### src/rtl/smbus_seq.sv
module smbus_seq #(
  parameter int MAX_BLOCK = 32,
  localparam int CW = $clog2(MAX_BLOCK + 1)
) (
  input  logic          clk,
  input  logic          rst_n,
  input  logic          req_valid,
  input  logic [3:0]    req_kind,
  input  logic [6:0]    req_addr,
  input  logic          req_rw,
  input  logic [7:0]    req_cmd,
  input  logic [CW-1:0] req_len,
  input  logic          req_pec,
  input  logic [7:0]    tx_byte,
  output logic          tx_pop,
  output logic          rx_valid,
  output logic [7:0]    rx_data,
  output logic          busy,
  output logic          done,
  output logic          err_nack,
  output logic          err_count,
  output logic          err_pec,
  output logic          prim_valid,
  output logic [1:0]    prim_op,
  output logic [7:0]    prim_wdata,
  output logic          prim_ack_out,
  input  logic          prim_done,
  input  logic          prim_rx_ack,
  input  logic [7:0]    prim_rdata
);

  localparam logic [3:0] K_QUICK = 4'd0, K_SEND = 4'd1, K_RECV = 4'd2, K_WBYTE = 4'd3,
                         K_RBYTE = 4'd4, K_WWORD = 4'd5, K_RWORD = 4'd6, K_PROC = 4'd7,
                         K_BWRITE = 4'd8, K_BREAD = 4'd9, K_BPROC = 4'd10;
  localparam logic [1:0] OP_START = 2'd0, OP_STOP = 2'd1, OP_WR = 2'd2, OP_RD = 2'd3;

  typedef enum logic [3:0] {
    S_IDLE, S_START, S_ADDR, S_CMD, S_WCNT, S_WDATA, S_RSTART,
    S_ADDR_R, S_RCNT, S_RDATA, S_WPEC, S_RPEC, S_STOP
  } st_t;

  st_t           st;
  logic [3:0]    kind_q;
  logic [6:0]    addr_q;
  logic          dir_q, pec_q;
  logic [7:0]    cmd_q, crc;
  logic [CW-1:0] len_q, rem;

  function automatic logic [7:0] crc8(input logic [7:0] c, input logic [7:0] b);
    logic [7:0] x;
    x = c ^ b;
    for (int i = 0; i < 8; i++) x = x[7] ? ({x[6:0], 1'b0} ^ 8'h07) : {x[6:0], 1'b0};
    return x;
  endfunction

  wire step     = prim_valid && prim_done;
  wire last_rem = (rem == CW'(1));
  wire bad_req  = (req_kind > K_BPROC) ||
                  (req_kind == K_BWRITE && (req_len == '0 || int'(req_len) > MAX_BLOCK)) ||
                  (req_kind == K_BPROC  && (req_len == '0 || int'(req_len) > MAX_BLOCK - 1));
  wire [7:0] bus_byte = (prim_op == OP_RD) ? prim_rdata : prim_wdata;
  wire bad_cnt  = (prim_rdata == 8'd0) ||
                  (int'(prim_rdata) > ((kind_q == K_BPROC) ? MAX_BLOCK - 1 : MAX_BLOCK));
  wire crc_on   = (st == S_ADDR) || (st == S_CMD) || (st == S_WCNT) || (st == S_WDATA) ||
                  (st == S_ADDR_R) || (st == S_RCNT) || (st == S_RDATA);
  wire st_t after_wr = (kind_q == K_PROC || kind_q == K_BPROC) ? S_RSTART :
                       (pec_q ? S_WPEC : S_STOP);

  assign busy       = (st != S_IDLE);
  assign prim_valid = busy;
  assign tx_pop     = step && (st == S_WDATA);

  always_comb begin
    case (st)
      S_START, S_RSTART:      prim_op = OP_START;
      S_STOP:                 prim_op = OP_STOP;
      S_RCNT, S_RDATA, S_RPEC: prim_op = OP_RD;
      default:                prim_op = OP_WR;
    endcase
    case (st)
      S_ADDR:   prim_wdata = {addr_q, dir_q};
      S_ADDR_R: prim_wdata = {addr_q, 1'b1};
      S_CMD:    prim_wdata = cmd_q;
      S_WCNT:   prim_wdata = 8'(len_q);
      S_WDATA:  prim_wdata = tx_byte;
      S_WPEC:   prim_wdata = crc;
      default:  prim_wdata = 8'h00;
    endcase
    case (st)
      S_RCNT:  prim_ack_out = 1'b1;
      S_RDATA: prim_ack_out = !last_rem || pec_q;
      default: prim_ack_out = 1'b0;
    endcase
  end

  always_ff @(posedge clk or negedge rst_n) begin
    if (!rst_n) begin
      st <= S_IDLE; kind_q <= '0; addr_q <= '0; dir_q <= 1'b0; pec_q <= 1'b0;
      cmd_q <= '0; len_q <= '0; rem <= '0; crc <= '0;
      done <= 1'b0; rx_valid <= 1'b0; rx_data <= '0;
      err_nack <= 1'b0; err_count <= 1'b0; err_pec <= 1'b0;
    end else begin
      done     <= 1'b0;
      rx_valid <= 1'b0;
      if (step && crc_on) crc <= crc8(crc, bus_byte);
      case (st)
        S_IDLE: if (req_valid) begin
          err_nack <= 1'b0; err_pec <= 1'b0;
          if (bad_req) begin
            err_count <= 1'b1; done <= 1'b1;
          end else begin
            err_count <= 1'b0;
            kind_q <= req_kind; addr_q <= req_addr; cmd_q <= req_cmd; len_q <= req_len;
            pec_q  <= req_pec && (req_kind != K_QUICK);
            dir_q  <= (req_kind == K_QUICK) ? req_rw : (req_kind == K_RECV);
            crc    <= '0;
            st     <= S_START;
          end
        end
        S_START:  if (step) st <= S_ADDR;
        S_RSTART: if (step) st <= S_ADDR_R;
        S_ADDR: if (step) begin
          if (!prim_rx_ack) begin err_nack <= 1'b1; st <= S_STOP; end
          else case (kind_q)
            K_QUICK: st <= S_STOP;
            K_RECV:  begin rem <= CW'(1); st <= S_RDATA; end
            K_SEND:  begin rem <= CW'(1); st <= S_WDATA; end
            default: st <= S_CMD;
          endcase
        end
        S_CMD: if (step) begin
          if (!prim_rx_ack) begin err_nack <= 1'b1; st <= S_STOP; end
          else case (kind_q)
            K_WBYTE:          begin rem <= CW'(1); st <= S_WDATA; end
            K_WWORD, K_PROC:  begin rem <= CW'(2); st <= S_WDATA; end
            K_BWRITE, K_BPROC: st <= S_WCNT;
            default:          st <= S_RSTART;
          endcase
        end
        S_WCNT: if (step) begin
          if (!prim_rx_ack) begin err_nack <= 1'b1; st <= S_STOP; end
          else begin rem <= len_q; st <= S_WDATA; end
        end
        S_WDATA: if (step) begin
          if (!prim_rx_ack) begin err_nack <= 1'b1; st <= S_STOP; end
          else begin
            rem <= rem - CW'(1);
            if (last_rem) st <= after_wr;
          end
        end
        S_ADDR_R: if (step) begin
          if (!prim_rx_ack) begin err_nack <= 1'b1; st <= S_STOP; end
          else if (kind_q == K_BREAD || kind_q == K_BPROC) st <= S_RCNT;
          else begin
            rem <= (kind_q == K_RBYTE) ? CW'(1) : CW'(2);
            st  <= S_RDATA;
          end
        end
        S_RCNT: if (step) begin
          if (bad_cnt) begin err_count <= 1'b1; st <= S_STOP; end
          else begin rem <= prim_rdata[CW-1:0]; st <= S_RDATA; end
        end
        S_RDATA: if (step) begin
          rx_valid <= 1'b1;
          rx_data  <= prim_rdata;
          rem      <= rem - CW'(1);
          if (last_rem) st <= pec_q ? S_RPEC : S_STOP;
        end
        S_WPEC: if (step) begin
          if (!prim_rx_ack) err_nack <= 1'b1;
          st <= S_STOP;
        end
        S_RPEC: if (step) begin
          if (prim_rdata != crc) err_pec <= 1'b1;
          st <= S_STOP;
        end
        S_STOP: if (step) begin done <= 1'b1; st <= S_IDLE; end
        default: st <= S_IDLE;
      endcase
    end
  end

  assert_prim_hold_R1: assert property (@(posedge clk) disable iff (!rst_n)
    prim_valid && !prim_done |=> prim_valid && $stable(prim_op));
  assert_addr_after_start_R1: assert property (@(posedge clk) disable iff (!rst_n)
    step && prim_op == OP_START |=> prim_valid && prim_op == OP_WR);
  assert_nack_stops_R10: assert property (@(posedge clk) disable iff (!rst_n)
    step && prim_op == OP_WR && !prim_rx_ack |=> prim_valid && prim_op == OP_STOP);
  assert_read_nack_last_R5: assert property (@(posedge clk) disable iff (!rst_n)
    step && prim_op == OP_RD && !prim_ack_out |=> prim_valid && prim_op == OP_STOP);
  assert_single_err_R11: assert property (@(posedge clk) disable iff (!rst_n)
    done |-> $onehot0({err_nack, err_count, err_pec}));
  assert_idle_on_done_R13: assert property (@(posedge clk) disable iff (!rst_n)
    done |-> !busy);

endmodule

### config.mk
export PLATFORM = sky130hd
export DESIGN_NAME = smbus_seq
export DESIGN_NICKNAME = d
export VERILOG_FILES = /design/src/rtl/smbus_seq.sv
export SDC_FILE = /design/constraint.sdc
export NUM_CORES = 1
export LEC_CHECK = 0
export ABC_AREA = 1
export ABC_CLOCK_PERIOD_IN_PS = 3610
export BUFFER_PORTS_ARGS = -buffer_cell sky130_fd_sc_hd__buf_2
export CORE_MARGIN = 2
export CORE_UTILIZATION = 35
export DETAILED_ROUTE_END_ITERATION = 12
export PLACE_DENSITY = 0.55
export REMOVE_ABC_BUFFERS = 1
export SLEW_MARGIN = 10
export SYNTH_ARGS = -nofsm -noshare
export SYNTH_HDL_FRONTEND = slang
export SYNTH_SLANG_ARGS = --single-unit
### constraint.sdc
create_clock -name clk -period 3.61 [get_ports clk]
set_input_delay 0.722 -clock clk [delete_from_list [all_inputs] [get_ports clk]]
set_output_delay 0.722 -clock clk [all_outputs]
set_load 0.005 [all_outputs]
==> summary.md <==
| Metric | Value |
|---|---|
| Overall Power | 0.004631 W |
| Nets | 784 |
| Initial Util | 0.3573 |
| R2R setup slack | 0.99 ns |
| Critical Path Start Type | register |
| Simple-gate area share of the yosys netlist | 0.4233 |
| DR vias/cell | 5.198 |
| Post-synth EDFFs | 0 |
| CP Class | register to primary output |
| Adder-cell share of the synthesized area | 0.01756 |
| Worst-path clk slew | 0.05 ns |
| Most common flop cell mapped by yosys | dfrtp_1 |
| Setup_tns | 0 ns |
| Post-route ant nets | 0 |
| Worst Setup End Kind | primary output |
| Seq cells post-synth | 58 |
| Port Buffer Count | 74 |
| CTS Hold Buffers Added | 0 |
| FILL cells | 1,319 |
| Gr ovfl total | 0 |
| Worst-Margin Slew | 0.7660 ns |
| Slowest-stage cell, CP | dfrtp_1 |
| XOR/XNOR share of the synthesized area | 0.01844 |
| Area contributors post-synth | dfrtp_1, nand2_1, inv_1, nand3_1, o21ai_0 |
| CP max stage delay | 0.63 ns |
| Largest net degree at the start of global routing | 35 |
| Clock Latency Late Sink | 0.33 ns |
| Post-cts resize count | 0 |
| Multi-input gate area | 2441 um2 |
| GPL Wtd Cong | 0.9778 |
| Diodes inserted | 0 |
| CTS max path bufs | 2 |
| Post-synthesis cell count | 655 |
| Cell chain of the critical path | inv_1, nor2_2, nand2_1, nor2_1, nor2_1, nand2_1, buf_2 |
| Final hold violation count | 0 |
| Sequential cell area | 1451 um2 |
| Total GRT Usage | 0.2258 |
| Slew HR | 0.4761 |
| Std-Cell Rows | 40 |
| Core footprint | 11,960 um2 |
| Die Y-Extent | 114.5 um |
| Final Cycle Share | 0.7789 |
| RSZ-0062 raised after global routing | no |
| Post-CTS setup buffers | 0 |
| Synthesis warning total | 0 |
| Min-Delay Path Class | input port to async pin |
| Vias | 4,585 |
| Commonest cells after routing, fill and taps aside | nand2_1, buf_2, inv_1 |
| Post-synth top area cell | dfrtp_1 |
| Compound-Gate Fraction of Synth Area | 0.1112 |
| CTS Root Cell | clkbuf_16 |
| Final wirelength | 14,180 um |
| Reg-to-Reg End | rem[0] |
| Critical-path maximum fanout | 7 |
| Delay-heaviest family, CP | simple AND/OR/NAND/NOR gates |
| Slew Viols, Final | 0 |
| R2R cell count | 15 |
| Maxcap violations | 0 |
| # setup viols final | 0 |
| Data arrival time of the critical path | 2.09 ns |
| I/O pins | 75 |
| Peak supply drop | 314.5 uV |
| Routed wire per std cell | 16.08 um |
| Die width | 114.5 um |
| Initial antenna violation count | 0 |
| Fin crit period | 2.812 ns |
| Post-synthesis sequential area ratio | 0.3396 |
| Detailed Routing Iterations Pass 1 | 5 |
| Largest family of logic cells by synthesized area | simple AND/OR/NAND/NOR gates |
| Iteration-0 DRC Markers | 372 |
| Residual DRC | 0 |
| Sinks on Clock Net | 58 |
| Worst flop-to-flop path startpoint | kind_q[2] |
| Layout cells sized above 1 | 0.1878 |
| CTS tree | done |
| Syn-to-layout area delta | 18.68% |
| Die ar. | 13,110 um2 |
| Post-synth design cell area | 4274 um2 |
| Yosys cell types | 44 |
| First-pass GRT wire length | 22,780 um |
| Vias in the first global route | 4,310 |
| Lkg Pwr | 2.833 nW |
| Most common cell after layout, fill and taps aside | nand2_1 |
| Syn_area_per_cell | 6.525 um2 |
| Synth top area share | 0.3396 |
| Clock skew | 0.004347 ns |
| CP Data Required Time | 2.89 ns |
| F_max | 355.6 MHz |
| Buf/Inv on CP | 2 |
| Detail Placement HPWL | 11,230 um |
| Inserted Clock Buffers | 9 |
| PD cells | 913.1 nW/um2 |
| Mux cell area share after synthesis | 0 |
| H-Tree Depth | 3 |
| Outcome | completed |
| FFs w/ async S/R, synth | 1.000 |
-- metrics by stage --
step | cell area [um2] | utilization | hold WS (ns) | std cells | setup slack [ns]
floorplan | 4202 | - | 0.4264 | 642 | 0.3525
global placement | 4781 | 0.3997 | 0.4493 | 866 | 1.079
detailed placement | 4781 | 0.3997 | 0.4532 | 866 | 1.022
CTS | 5072 | 0.4241 | 0.4051 | 882 | 0.7853
global route | 5072 | 0.4241 | 0.4230 | 882 | 0.6179
finish | 5072 | 0.4241 | 0.3873 | 882 | 0.7982
-- synth_stat cells, types with 2 or more instances --
cell type  instances
o211ai_1           2
nor4_1             7
o21ai_0           42
nor3_1             4
o21ai_1            3
a21oi_1           17
dfrtp_1           58
o31ai_1            2
a221oi_1           2
inv_2             11
nand2_1          250
nand2_4            5
buf_4              4
ha_1               6
nor2_1            49
nor2_2             5
clkbuf_1           7
nand3_2            2
xor2_1             8
nor2_8             2
nand3_1           50
inv_1             69
nand4_1           17
o21ai_2            4
nand2_2            8
nor2_4             3
-- cell type report --
| cell class | count | share of cell area |
|---|---|---|
| multi-input cells | 502 | 0.4813 |
| flip-flops and latches | 58 | 0.2861 |
| clock inverters | 4 | 0.004933 |
| well taps | 147 | 0.03626 |
| repair buffers | 77 | 0.07745 |
| clock buffers | 12 | 0.05254 |
| inverters | 82 | 0.06142 |
-- cells by family (layout without fill, tap and decap cells) --
logic type,count (synthesis),in the layout
adder cells (fa/ha/maj),6,6
buffers and inverters,95,175
flip-flops,58,58
AO/OA/AOI/OAI,82,82
XOR/XNOR,9,9
AND/OR/NAND/NOR,405,405
-- how the worst max path moves through the flow --
stage,slack (ns),startpoint,cells after the start,endpoint
2_1_floorplan,0.35,req_kind[2],12,crc[1]
3_3_place_gp,1.08,req_len[2],12,dir_q
3_5_place_dp,1.02,req_len[2],12,dir_q
4_1_cts,0.79,st[3],7,prim_ack_out
5_1_grt,0.62,st[3],7,prim_ack_out
6_report,0.80,st[3],7,prim_ack_out
-- sequential cells by signal, summed over array words and instances, names as in the netlist, 4 cells and up --
| name | cells |
|---|---|
| rem | 6 |
| rx_data | 8 |
| crc | 8 |
| st | 4 |
| addr_q | 7 |
| len_q | 6 |
| cmd_q | 8 |
| kind_q | 4 |
-- power by group --
group / internal [W] / switching, W / leakage (nW) / total (W)
logic: 0.000856 / 0.00171 / 1.96 / 0.00257
registers: 0.000936 / 0.000290 / 0.733 / 0.00123
clock network: 0.000518 / 0.000320 / 0.141 / 0.000838
-- layer usage --
metal | GRT usage | vias up | share of wire
li1 | - | 2258 | -
met1 | 0.3227 | 2122 | 0.48
met2 | 0.3467 | 179 | 0.44
met3 | 0.03706 | 26 | 0.062
met4 | 0.07398 | 0 | 0.021
met5 | 0 | - | 0
No activity file was read; power rests on OpenSTA's default activity.
